## src/rtl/regwin_pkg.sv

```systemverilog
package regwin_pkg;
  localparam int unsigned DW      = 16;
  localparam int unsigned SELW    = 4;
  localparam int unsigned DROP_LO = 5;
  localparam int unsigned NFLAGS  = 5;

  localparam logic [DW-1:0] BASE_KEEP  = ~((DW'(1) << DROP_LO) - DW'(1));
  localparam logic [DW-1:0] BASE_RESET = 16'h0100;
  localparam logic [DW-1:0] ADDR_FLAGS = 16'hC000;
  localparam logic [DW-1:0] ADDR_BANK  = 16'hC002;

  // Byte address of a general register inside the current bank window.
  function automatic logic [DW-1:0] reg_byte_addr(input logic [DW-1:0] base,
                                                  input logic [SELW-1:0] sel);
    logic [DW-1:0] off;
    off = DW'(sel) << 1;
    return (base & BASE_KEEP) | off;
  endfunction

  // Flags word: Z, C, O, S, I from bit 0 upward, rest zero.
  function automatic logic [DW-1:0] pack_flags(input logic z, input logic c,
                                               input logic o, input logic s,
                                               input logic i);
    return {{(DW-NFLAGS){1'b0}}, i, s, o, c, z};
  endfunction
endpackage

```

## src/rtl/regwin_bank.sv

```systemverilog
module regwin_bank
  import regwin_pkg::*;
(
  input  logic          clk,
  input  logic          rst_n,
  input  logic          load,
  input  logic [DW-1:0] load_val,
  output logic [DW-1:0] base_q
);
  always_ff @(posedge clk or negedge rst_n) begin
    if (!rst_n)    base_q <= BASE_RESET & BASE_KEEP;
    else if (load) base_q <= load_val & BASE_KEEP;
  end
endmodule

```

## src/rtl/regwin_arb.sv

```systemverilog
module regwin_arb
  import regwin_pkg::*;
(
  input  logic            rd_req,
  input  logic [SELW-1:0] rd_sel,
  input  logic            wr_req,
  input  logic [SELW-1:0] wr_sel,
  input  logic [DW-1:0]   wr_data,
  input  logic [DW-1:0]   base,
  input  logic            mem_hit,
  input  logic            mem_we,
  input  logic [DW-1:0]   mem_addr,
  input  logic [DW-1:0]   mem_wdata,
  output logic            mem_go,
  output logic            stall,
  output logic            ram_re,
  output logic [DW-1:0]   ram_raddr,
  output logic            ram_we,
  output logic [DW-1:0]   ram_waddr,
  output logic [DW-1:0]   ram_wdata
);
  logic          reg_busy;
  logic [DW-1:0] mem_word;

  assign reg_busy = rd_req | wr_req;
  assign stall    = mem_hit & reg_busy;
  assign mem_go   = mem_hit & ~reg_busy;
  assign mem_word = mem_addr & ~DW'(1);

  always_comb begin
    ram_re    = 1'b0;
    ram_raddr = '0;
    ram_we    = 1'b0;
    ram_waddr = '0;
    ram_wdata = '0;
    if (rd_req) begin
      ram_re    = 1'b1;
      ram_raddr = reg_byte_addr(base, rd_sel);
    end else if (mem_go && !mem_we) begin
      ram_re    = 1'b1;
      ram_raddr = mem_word;
    end
    if (wr_req) begin
      ram_we    = 1'b1;
      ram_waddr = reg_byte_addr(base, wr_sel);
      ram_wdata = wr_data;
    end else if (mem_go && mem_we) begin
      ram_we    = 1'b1;
      ram_waddr = mem_word;
      ram_wdata = mem_wdata;
    end
  end
endmodule

```

## src/rtl/regwin_ctrl.sv

```systemverilog
module regwin_ctrl
  import regwin_pkg::*;
(
  input  logic            clk,
  input  logic            rst_n,
  input  logic            rd_req,
  input  logic [SELW-1:0] rd_sel,
  output logic [DW-1:0]   rd_data,
  output logic            rd_valid,
  input  logic            wr_req,
  input  logic [SELW-1:0] wr_sel,
  input  logic [DW-1:0]   wr_data,
  input  logic            cw_req,
  input  logic            cw_we,
  input  logic [DW-1:0]   cw_addr,
  input  logic [DW-1:0]   cw_wdata,
  output logic            cw_stall,
  output logic [DW-1:0]   mem_rdata,
  output logic            mem_rvalid,
  input  logic            flag_zero,
  input  logic            flag_carry,
  input  logic            flag_ovf,
  input  logic            flag_sign,
  input  logic            flag_ie,
  output logic            ram_re,
  output logic [DW-1:0]   ram_raddr,
  input  logic [DW-1:0]   ram_rdata,
  output logic            ram_we,
  output logic [DW-1:0]   ram_waddr,
  output logic [DW-1:0]   ram_wdata
);
  // Named internal events, visible to the bound checker.
  logic          hit_flags, hit_bank, mem_hit, mem_go;
  logic          bank_wr, flags_wr_drop, ctrl_rd;
  logic [DW-1:0] base_q, ctrl_word;
  logic          ctrl_sel_q, rd_valid_q, mem_rvalid_q;
  logic [DW-1:0] ctrl_data_q;

  assign hit_flags     = cw_req && (cw_addr & ~DW'(1)) == ADDR_FLAGS;
  assign hit_bank      = cw_req && (cw_addr & ~DW'(1)) == ADDR_BANK;
  assign mem_hit       = cw_req && !hit_flags && !hit_bank;
  assign bank_wr       = hit_bank && cw_we;
  assign flags_wr_drop = hit_flags && cw_we;
  assign ctrl_rd       = (hit_flags || hit_bank) && !cw_we;
  assign ctrl_word     = hit_bank ? base_q
                                  : pack_flags(flag_zero, flag_carry, flag_ovf,
                                               flag_sign, flag_ie);

  regwin_bank u_bank (
    .clk     (clk),
    .rst_n   (rst_n),
    .load    (bank_wr),
    .load_val(cw_wdata),
    .base_q  (base_q)
  );

  regwin_arb u_arb (
    .rd_req   (rd_req),
    .rd_sel   (rd_sel),
    .wr_req   (wr_req),
    .wr_sel   (wr_sel),
    .wr_data  (wr_data),
    .base     (base_q),
    .mem_hit  (mem_hit),
    .mem_we   (cw_we),
    .mem_addr (cw_addr),
    .mem_wdata(cw_wdata),
    .mem_go   (mem_go),
    .stall    (cw_stall),
    .ram_re   (ram_re),
    .ram_raddr(ram_raddr),
    .ram_we   (ram_we),
    .ram_waddr(ram_waddr),
    .ram_wdata(ram_wdata)
  );

  always_ff @(posedge clk or negedge rst_n) begin
    if (!rst_n) begin
      rd_valid_q   <= 1'b0;
      mem_rvalid_q <= 1'b0;
      ctrl_sel_q   <= 1'b0;
      ctrl_data_q  <= '0;
    end else begin
      rd_valid_q   <= rd_req;
      mem_rvalid_q <= ctrl_rd || (mem_go && !cw_we);
      ctrl_sel_q   <= ctrl_rd;
      if (ctrl_rd) ctrl_data_q <= ctrl_word;
    end
  end

  assign rd_valid   = rd_valid_q;
  assign rd_data    = ram_rdata;
  assign mem_rvalid = mem_rvalid_q;
  assign mem_rdata  = ctrl_sel_q ? ctrl_data_q : ram_rdata;
endmodule

```

## config.mk

```make
export PLATFORM = sky130hd
export DESIGN_NAME = regwin_ctrl
export DESIGN_NICKNAME = d
export VERILOG_FILES = /design/src/rtl/regwin_pkg.sv /design/src/rtl/regwin_bank.sv /design/src/rtl/regwin_arb.sv /design/src/rtl/regwin_ctrl.sv
export SDC_FILE = /design/constraint.sdc
export NUM_CORES = 1
export LEC_CHECK = 0
export BUFFER_PORTS_ARGS = -buffer_cell sky130_fd_sc_hd__buf_2
export CAP_MARGIN = 20
export CELL_PAD_IN_SITES_DETAIL_PLACEMENT = 0
export CELL_PAD_IN_SITES_GLOBAL_PLACEMENT = 1
export CORE_ASPECT_RATIO = 0.9
export CORE_UTILIZATION = 33
export CTS_CLUSTER_DIAMETER = 40
export CTS_CLUSTER_SIZE = 24
export DETAILED_ROUTE_END_ITERATION = 12
export PLACE_DENSITY_LB_ADDON = 0.1
export SYNTH_ARGS = -nofsm -noshare
export SYNTH_HDL_FRONTEND = slang
export SYNTH_HIERARCHICAL = 1
export SYNTH_SLANG_ARGS = --single-unit
```

## constraint.sdc

```tcl
create_clock -name clk -period 3.9 [get_ports clk]
set_input_delay 0.585 -clock clk [delete_from_list [all_inputs] [get_ports clk]]
set_output_delay 0.585 -clock clk [all_outputs]
set_load 0.03 [all_outputs]
```

# Word level (Yosys, flattened, before mapping)
# Cells that the tools add are included.
[classes]
mux = 12
eq_ne = 2
reduce_logical = 13
bitwise_logic = 6
[ops]
columns = ["op", "count"]
rows = [
  ["$mux 16", 8],
  ["$or 16x5->16", 2],
  ["$eq 15x15->1 const B", 2],
  ["$logic_and 1x1->1", 8],
  ["$mux 1", 4],
  ["$logic_not 1->1", 3],
  ["$and 1x1->1", 2],
  ["$logic_or 1x1->1", 2],
  ["$not 1->1", 1],
  ["$or 1x1->1", 1],
]
[totals]
out_inout_bits = 85
reg_bits = 30
elab_cells = 38
inputBits = 83

# Longest topological paths before layout
# Gate-level depths: netlist (run 1).
[logic_depth]
depth_word = 9
depth_mapped = 7
ltp_nobuf = 5

# Cells and area by module
# The synthesis (run 1) kept the hierarchy.
[by_module_without_submodules]
columns = ["mod", "area_per_inst_um2", "instances", "cells_each", "seq_area_each_um2"]
rows = [
  ["regwin_ctrl", 1247.4, 1, 114, 475.5],
  ["regwin_arb", 964.7, 1, 151, 0.0],
  ["regwin_bank", 490.5, 1, 29, 276.5],
]

# Worst setup path before layout (run 1)
# Ideal clock, no wire load.
[synth_timing]
path_type = "input to output"
start = "input port cw_addr[3]"
end = "output port ram_waddr[10]"
stages = 6
arrival_ps = 2211
path_slack_ps = 1104
n_path_buf = 2
required_ps = 3315
path_cell_list = "and4bb_2 > a41oi_1 > buf_2 > buf_4 > nand2_1 > o31ai_1"
[synth_between]
elab_chain_cells = 9
word_cells_on_any_way = 12
classes_between = "eq/ne (2); mux (2); bitwise (1); reduce/logical (7)"
[synth_rtl]
columns = ["item", "line", "source"]
rows = [
  ["start: declaration", "regwin_ctrl.sv:15", "input logic [DW-1:0] cw_addr,"],
  ["$eq 15x15->1", "regwin_ctrl.sv:39", "assign hit_flags = cw_req && (cw_addr & ~DW'(1)) == ADDR_FLAGS;"],
  ["$logic_and 1x1->1", "regwin_ctrl.sv:39", ""],
  ["$logic_not 1->1", "regwin_ctrl.sv:41", "assign mem_hit = cw_req && !hit_flags && !hit_bank;"],
  ["$logic_and 1x1->1", "regwin_ctrl.sv:41", ""],
  ["$logic_and 1x1->1 (*)", "regwin_ctrl.sv:41", ""],
  ["via mem_hit", "regwin_ctrl.sv:33", "logic hit_flags, hit_bank, mem_hit, mem_go;"],
  ["$and 1x1->1 (*)", "regwin_arb.sv:27", "assign mem_go = mem_hit & ~reg_busy;"],
  ["$logic_and 1x1->1 (*)", "regwin_arb.sv:47", "end else if (mem_go && mem_we) begin"],
  ["$mux 16 (*)", "regwin_arb.sv:47", ""],
  ["$mux 16 (*)", "regwin_arb.sv:43", "if (wr_req) begin"],
  ["end: declaration", "regwin_ctrl.sv:29", "output logic [DW-1:0] ram_waddr,"],
]
# Mark *: on every way through the listed nets, which the timed path passes. The rest lies on a longest branch.

# Worst setup path in the final report (run 1)
[layout_timing]
start = "input port cw_addr[14]"
end = "output port ram_wdata[6]"
[layout_between]
elab_chain_cells = 9
word_cells_on_any_way = 12
classes_between = "eq/ne (2); mux (2); bitwise (1); reduce/logical (7)"
[layout_rtl]
columns = ["item", "line", "source"]
rows = [
  ["$eq 15x15->1", "regwin_ctrl.sv:39", ""],
  ["$logic_and 1x1->1", "regwin_ctrl.sv:39", ""],
  ["$logic_not 1->1", "regwin_ctrl.sv:41", ""],
  ["$logic_and 1x1->1", "regwin_ctrl.sv:41", ""],
  ["$logic_and 1x1->1 (*)", "regwin_ctrl.sv:41", ""],
  ["via mem_hit", "regwin_ctrl.sv:33", ""],
  ["$and 1x1->1 (*)", "regwin_arb.sv:27", ""],
  ["$logic_and 1x1->1 (*)", "regwin_arb.sv:47", ""],
  ["$mux 16 (*)", "regwin_arb.sv:47", ""],
  ["$mux 16 (*)", "regwin_arb.sv:43", ""],
  ["end: declaration", "regwin_ctrl.sv:30", "output logic [DW-1:0] ram_wdata"],
]
# Marked as above.

==> key figures, run 1 <==
Status
  • Outcome: complete, no violations

Detailed routing
  • Total wire length after detailed routing: 7.268 mm
  • DRC: 0
  • DR vias: 2505
  • Post-route ant nets: 0
  • Mean routed wirelength per cell: 13.84 um
  • Via/cell ratio: 4.771
  • DRT iter0 DRCs: 99
  • Pre-antenna DRT Iters: 4

Setup path
  • CP dominant cell by count: buf_2
  • CP startpoint kind: primary input
  • Critical Path RT: 3310 ps
  • CP Cell Sequence: buf_2, and4bb_2, a41oi_2, nand3b_4, o21ai_0, buf_2
  • Critical path type: in2out
  • Critical Path AT: 2410 ps
  • CP max stage delay: 720 ps
  • Slowest-stage cell, CP: a41oi_2
  • CP max FO: 19
  • Setup crit end kind: output pin

Timing
  • F_max: 0.3334 GHz
  • Final setup skew: 1.391 ps
  • Min Tclk post-route: 2999 ps
  • Setup Viol. Count Final: 0
  • Tcrit/Tclk final: 76.91%
  • RSZ-0062 raised after global routing: no
  • Max_slew headroom: 37.30%
  • Final WS setup: roughly 900 ps
  • Final hold vios: 0
  • Setup_tns: 0 ps
  • Tightest Pin Transition: around 940 ps
  • Slew Viols, Final: 0

Pwr
  • PD cells: 240.8 nW/um^2
  • Final Total Pwr: 834.6 uW
  • Pleak: 0.001756 uW
  • VDD IR max: approximately 110 uV

Finish
  • Commonest non-fill, non-tap cell in the layout: buf_2
  • Cell area after layout: 3466 sq um
  • Most frequent cells in the layout: buf_2 (164), nand2_1 (73), dfrtp_1 (29)
  • Layout cells sized above 1: a little over half
  • ANT cells: 0
  • Final nets: 511
  • Synth-to-Final Area Change: 28.24%
  • Layout Utilization: between 40 and 50%

Synth
  • YS warnings: 6
  • Mapped Area: ~2700 sq um
  • Post-synth EDFFs: 0
  • Post-synth ARST share: 100.0%
  • Synth Area in Adders: 0%
  • Mux cell area share after synthesis: roughly a fifth
  • Library cells used by synthesis: 33
  • Yosys reg bits: 30
  • Simple-gate portion of the synthesized area: 19.44%
  • Seq/Total Area, Yosys: roughly 28%
  • Largest family of logic cells by synthesized area: multiplexers
  • Post-Synthesis Cells: 294
  • Complex-gate fraction of the synthesized area: 17.45%
  • Main synth FF type: dfrtp_1
  • Xor and xnor fraction of the mapped netlist area: 0%
  • Avg Cell Area, Syn: 9.192 sq um

Clocking
  • Num CTS Buffers: 5
  • CTS max path bufs: 2
  • CTS sink count: 30
  • TritonCTS clock tree: yes
  • Postcts setup bufs: 0
  • Worst-path clk slew: 60 ps
  • CTS root buf: clkbuf_8
  • Clock Latency Late Sink: roughly 270 ps
  • CTS Hold Buffers Added: 0
  • Htree depth: 2
  • Cts repair resizes: 0

Placed design
  • Placed instance area: 3374 sq um
  • # port buffers: 164
  • HPWL after DPL: 5.508 mm
  • Pre-CTS WS: 851.8 ps
  • Gp weighted congestion: 0.6984

Floorplanning
  • Num rows: 30
  • Die area: 8556 sq um
  • Core footprint: 7732 sq um
  • Die X: 97.39 um
  • Starting Density: 34.95%
  • Die Ht: 87.86 um
  • I/O pin count: 168

Min path
  • Tightest Hold Check Type: in2async

Job
  • Max cap viols: 0

Global routing
  • Initial antenna violation count: 0
  • Largest net degree at the start of global routing: 67
  • Global-route wire length before repair: 11.74 mm
  • Total gr overflow: 0
  • Vias in the first global route: 2314
  • Total track usage: 17.07%
-- cells in the mapped netlist (all sizes together), types with 2 or more instances --
| cell type | instances | area (sq um) |
|---|---|---|
| buf | 38 | 299.0 |
| clkbuf | 9 | 33.78 |
| conb | 2 | 7.510 |
| dfrtp | 29 | 725.7 |
| inv | 13 | 48.80 |
| mux2 | 37 | 454.2 |
| mux2i | 11 | 110.1 |
| nand2 | 73 | 274.0 |
| nand2b | 18 | 120.1 |
| nor2 | 3 | 11.26 |
| nor3b | 2 | 15.01 |
| nor4 | 2 | 42.54 |
| o21ai | 16 | 80.07 |
| o31ai | 30 | 362.8 |
-- cell families (layout without fill, tap and decap cells) --
logic type | after synthesis | in the layout
muxes | 48 | 48
other | 2 | 7
and+or+nand+nor | 104 | 104
DFF | 30 | 30
buffers and inverters | 60 | 190
AOI/OAI and AO/OA | 50 | 50
-- through the flow --
stage / hold WS [ps] / cells
6_report: 346.6 / 525
5_1_grt: 390.8 / 525
4_1_cts: 375.6 / 525
3_5_place_dp: 480.6 / 517
3_3_place_gp: 474.6 / 517
2_1_floorplan: 289.4 / 299
-- layer usage --
| layer | wire, um | GRT usage (%) | up-vias |
|---|---|---|---|
| met3 | 443 | 3.432 | 2 |
| met1 | 3281 | 22.64 | 1170 |
| met5 | 0 | 0 | - |
| met4 | 37 | 3.610 | 0 |
| met2 | 3506 | 29.05 | 93 |
| li1 | - | - | 1240 |
-- flip-flops by register name, indices dropped and copies added, names as in the netlist --
register	flops
ctrl_data_q	16
u_bank/base_q	11
ctrl_sel_q	1
mem_rvalid	1
rd_valid	1
-- where the power goes --
part	total (uW)	switching (uW)	internal, uW
logic	267	178	88.3
registers	313	0.309	312
clock network	255	113	142
total	835	292	543
-- path summary, 6_finish.rpt --
kind | startpoint | to | slack [ps] | depth (start not counted)
hold reg to reg | ctrl_data_q[3] | ctrl_data_q[3] | 490 | 1
setup / recovery | cw_addr[14] | ram_wdata[6] | 900 | 6
max in group asynchronous | rst_n | ctrl_data_q[4] | 3110 | 1
setup reg to reg | u_bank/base_q[8] | ctrl_data_q[8] | 3050 | 2
min in group clk | ctrl_data_q[3] | ctrl_data_q[3] | 490 | 1
hold / removal | rst_n | ctrl_data_q[8] | 350 | 1
-- layout make-up --
type	count	area [sq um]
fillers	813	4267
multi-input cells	209	1595
repair buffers	169	858.3
flip-flops and latches	30	752.0
well taps	96	120.1
clock buffers	7	86.33
inverters	13	48.80
clock inverters	1	5.005
-- critical path, delay by kind of cell --
family / cells / cell delay (ps)
buffers and inverters: 2 / 320
AOI/OAI and AO/OA: 2 / 950
and+or+nand+nor: 2 / 550
No activity file was read; power rests on OpenSTA's default activity.
==> run 2: changes to the inputs <==
- CORE_UTILIZATION: 33 -> 28
- clock period: 3.9 -> 2.6 ns (I/O delays scaled with it)
==> key figures, run 2 (same netlist as run 1, synthesis figures left out) <==
Clocking
  • CTS sink count: 30
  • Clock Latency Late Sink: ~270 ps
  • CTS root buf: clkbuf_8
  • Num CTS Buffers: 5
  • Htree depth: 2
  • CTS max path bufs: 2
  • Cts repair resizes: 0
  • TritonCTS clock tree: yes
  • Worst-path clk slew: 70 ps
  • CTS Hold Buffers Added: 0
  • Postcts setup bufs: 0

Setup path
  • CP max FO: 17
  • Critical path type: in2out
  • Crit path buffers/inverters: 3
  • CP top delay family: buffers and inverters
  • Slowest-stage cell, CP: and4bb_2
  • Flop-to-flop setup slack: 1770 ps
  • Critical Path AT: 1820 ps
  • CP max stage delay: 250 ps
  • CP dominant cell by count: buf_2
  • CP Cell Sequence: buf_2, and4bb_2, a41oi_2, buf_4, nand3b_4, o21ai_0, buf_2
  • CP startpoint kind: primary input
  • Setup crit end kind: output pin
  • Critical Path RT: 2210 ps

Placed design
  • # port buffers: 164
  • Gp weighted congestion: 0.6894
  • HPWL after DPL: 5.898 mm
  • Placed instance count: ~550

Detailed routing
  • DRT iter0 DRCs: 85
  • Pre-antenna DRT Iters: 4
  • Via/cell ratio: 4.427
  • DRC: 0
  • Post-route ant nets: 0
  • Mean routed wirelength per cell: 13.91 um
  • DR vias: 2457
  • Total wire length after detailed routing: 7.718 mm

Pwr
  • Pleak: 0.001776 uW
  • PD cells: approximately 360 nW/um^2
  • VDD IR max: 157.7 uV

Floorplanning
  • Num rows: 33
  • Core footprint: a little over 9000 sq um
  • Die X: between 100 and 150 um
  • I/O pin count: between 150 and 200
  • Die area: 10050 sq um
  • Starting Density: 29.22%
  • Die Ht: 95.21 um

Timing
  • Min Tclk post-route: 2212 ps
  • Tcrit/Tclk final: 85.08%
  • Tightest Pin Transition: ~700 ps
  • RSZ-0062 raised after global routing: no
  • F_max: 0.4521 GHz
  • Setup Viol. Count Final: 0
  • Setup_tns: 0 ps
  • Final setup skew: approximately 3.4 ps
  • Final hold vios: 0
  • Slew Viols, Final: 0
  • Max_slew headroom: 53.16%

Global routing
  • Largest net degree at the start of global routing: 67
  • Global-route wire length before repair: ~12 mm
  • Initial antenna violation count: 0
  • Total gr overflow: 0
  • Total track usage: 15.43%
  • Vias in the first global route: around 2300

Status
  • Outcome: complete, no violations

Finish
  • ANT cells: 0
  • Most flops, register: ctrl_data_q
  • Non-filler cells, final: ~560
  • Layout cells sized above 1: 53.35%
  • Synth-to-Final Area Change: 30.56%
  • Most frequent cells in the layout: buf_2 (164), nand2_1 (73), dfrtp_1 (29)
  • Biggest regs: ctrl_data_q x16, u_bank/base_q x11
  • Final nets: 515
  • Commonest non-fill, non-tap cell in the layout: buf_2
  • Max reg flops: 16

Job
  • Max cap viols: 0

Min path
  • Tightest Hold Check Type: in2async
-- run 2: cell count changes in the layout (fill, tap and decap cells not counted), sizes merged --
cell  previous run  this run
buf            169       173
-- run 2: through the flow --
stage	utilization (%)	total power [uW]	worst slack [ps]	area, sq um	hold slack, ps
after detailed placement	37.16	887.2	366.1	3437	474.4
after global routing	38.15	1327	250.9	3528	224.0
after CTS	38.15	1279	352.5	3528	183.2
final	38.15	1254	388.0	3528	162.2
after floorplan	-	757.7	194.4	2721	94.41
after global placement	37.16	886.2	419.2	3437	473.8
-- run 2: worst paths after layout --
check                                       from               end  cells past startpoint
max in group asynchronous                  rst_n        ctrl_sel_q                      1
min in group clk                     cw_wdata[7]  u_bank/base_q[7]                      2
worst min-delay path                       rst_n   ctrl_data_q[12]                      1
worst max-delay path                 cw_addr[14]      ram_wdata[6]                      7
worst max register to register  u_bank/base_q[8]    ctrl_data_q[8]                      2
worst min register to register    ctrl_data_q[2]    ctrl_data_q[2]                      1
-- run 2: power breakdown --
group / total (uW) / internal, uW / switching, uW / leakage, uW
combinational: 406 / 135 / 271 / 0.00137
clock: 379 / 213 / 166 / 0.0000482
sequential: 469 / 468 / 0.493 / 0.000356
total: 1250 / 817 / 437 / 0.00178
-- run 2: routing by layer --
metal	vias to the layer above	routed length, um	global-route usage, %
li1	1251	-	-
met1	1112	3715	21.43
met2	92	3569	25.44
met3	2	419	2.666
met4	0	14	2.778
met5	-	0	0
-- run 2: layout make-up --
type                       count  area [sq um]
clock buffer                   7         86.33
clock inverter                 1         5.005
fill                        1002          5720
inverter                      13         48.80
multi-input combinational    209          1595
sequential                    30         752.0
tap                          122         152.6
timing repair buffer         173         888.4
==> run 3: changes to the inputs <==
- clock period: 2.6 -> 1.9 ns (I/O delays scaled with it)
==> key figures, run 3 (same netlist as run 1, synthesis figures left out) <==
Status
  • Outcome: complete, no violations

Clocking
  • Num CTS Buffers: 5
  • Worst-path clk slew: about 70 ps
  • Htree depth: 2
  • CTS Hold Buffers Added: 0
  • CTS sink count: 30
  • TritonCTS clock tree: yes
  • CTS root buf: clkbuf_8
  • CTS max path bufs: 2
  • Clock Latency Late Sink: 270 ps

Global routing
  • Global-route wire length before repair: 12.31 mm
  • Total gr overflow: 0
  • Initial antenna violation count: 0
  • Vias in the first global route: 2445
  • Largest net degree at the start of global routing: 31
  • Total track usage: 15.61%

Timing
  • Tcrit/Tclk final: 99.41%
  • Worst hold margin: between 40 and 50 ps
  • Setup_tns: 0 ps
  • F_max: 0.5294 GHz
  • Final hold vios: 0
  • Tightest Pin Transition: 690.2 ps
  • Setup Viol. Count Final: 0
  • Final setup skew: 5.825 ps
  • Slew Viols, Final: 0
  • Max_slew headroom: around 54%
  • RSZ-0062 raised after global routing: yes
  • Min Tclk post-route: 1889 ps

Finish
  • ANT cells: 0
  • Final nets: 527
  • Biggest regs: ctrl_data_q x16, u_bank/base_q x11
  • Commonest non-fill, non-tap cell in the layout: buf_2
  • Layout cells sized above 1: 61.35%
  • Synth-to-Final Area Change: 47.96%
  • Non-filler cells, final: 567
  • Max reg flops: 16
  • Fill cells: between 900 and 1000
  • Most frequent cells in the layout: buf_2 (122), nand2_1 (73), buf_4 (45)
  • Layout Utilization: 43.24%
  • Most flops, register: ctrl_data_q

Detailed routing
  • Post-route ant nets: 0
  • DR vias: 2575
  • DRC: 0
  • Mean routed wirelength per cell: 13.93 um
  • Pre-antenna DRT Iters: 4
  • Total wire length after detailed routing: between 7 and 8 mm
  • Via/cell ratio: 4.541
  • DRT iter0 DRCs: 50

Placed design
  • Gp weighted congestion: roughly 0.75
  • Placed instance count: 555
  • HPWL after DPL: 6.165 mm
  • # port buffers: 164

Floorplanning
  • Starting Density: 29.22%
  • Num rows: 33
  • I/O pin count: 168
  • Die Ht: 95.21 um
  • Core footprint: 9249 sq um
  • Die X: 105.6 um
  • Die area: about 10000 sq um

Min path
  • Tightest Hold Check Type: in2async

Setup path
  • Setup crit end kind: output pin
  • CP Cell Sequence: buf_2, and4bb_2, a41oi_2, buf_6, nand2_1, o31ai_4, buf_4
  • Critical Path AT: 1600 ps
  • CP max FO: 13
  • CP max stage delay: 250 ps
  • CP startpoint kind: primary input
  • CP top delay family: buffers and inverters
  • Slowest-stage cell, CP: and4bb_2
  • Critical path type: in2out
  • Crit path buffers/inverters: 3
  • Critical Path RT: 1620 ps

Job
  • Max cap viols: 0

Pwr
  • VDD IR max: around 230 uV
  • Final Total Pwr: 1818 uW
  • PD cells: about 450 nW/um^2
  • Pleak: ~0.0019 uW
## run 3: cell count changes in the layout (fill, tap and decap cells not counted), sizes merged
cell    before  now
clkinv       1    0
clkbuf       7   13
buf        173  180
## run 3: final cells by class
type,count,area (sq um),share of cell area [%]
repair buffers,185,1150,28.75
flip-flops and latches,30,752.0,18.80
inverters,13,48.80,1.220
well taps,122,152.6,3.817
multi-input cells,209,1805,45.15
clock buffers,8,90.09,2.253
## run 3: power by group
group          internal [uW]  switching, uW  total [uW]
clock network            295            234         529
registers                641          0.792         642
logic                    238            409         647
total                   1170            644        1820
## run 3: final timing paths
path,from,end,slack [ps],depth (start not counted)
setup / recovery,cw_addr[14],ram_raddr[14],10,7
hold / removal,rst_n,ctrl_data_q[10],50,1
setup reg to reg,u_bank/base_q[7],u_bank/base_q[7],1070,1
hold reg to reg,ctrl_data_q[3],ctrl_data_q[3],490,1
max in group asynchronous,rst_n,rd_valid,1400,1
min in group clk,cw_wdata[5],u_bank/base_q[5],260,2
## run 3: routing by layer
metal / share of wire, % / global-route usage, %
met5: 0 / 0
met4: 0.61 / 3.125
met3: 5.9 / 3.076
met2: 48 / 26.81
met1: 46 / 20.52
## run 3: timing repair
action / CTS / global route
pin swaps: 1 / 1
buffers inserted: 2 / 2
gates resized for setup: 10 / 80
setup endpoints to repair: 28 / 45
## run 3: per-stage QoR
stage          worst slack (ps)  cell area, sq um
5_1_grt                  -69.44              3999
3_3_place_gp             -71.99              3694
3_5_place_dp             -68.26              3694
4_1_cts                   2.510              3837
6_report                  11.14              3999
2_1_floorplan            -139.3              2905
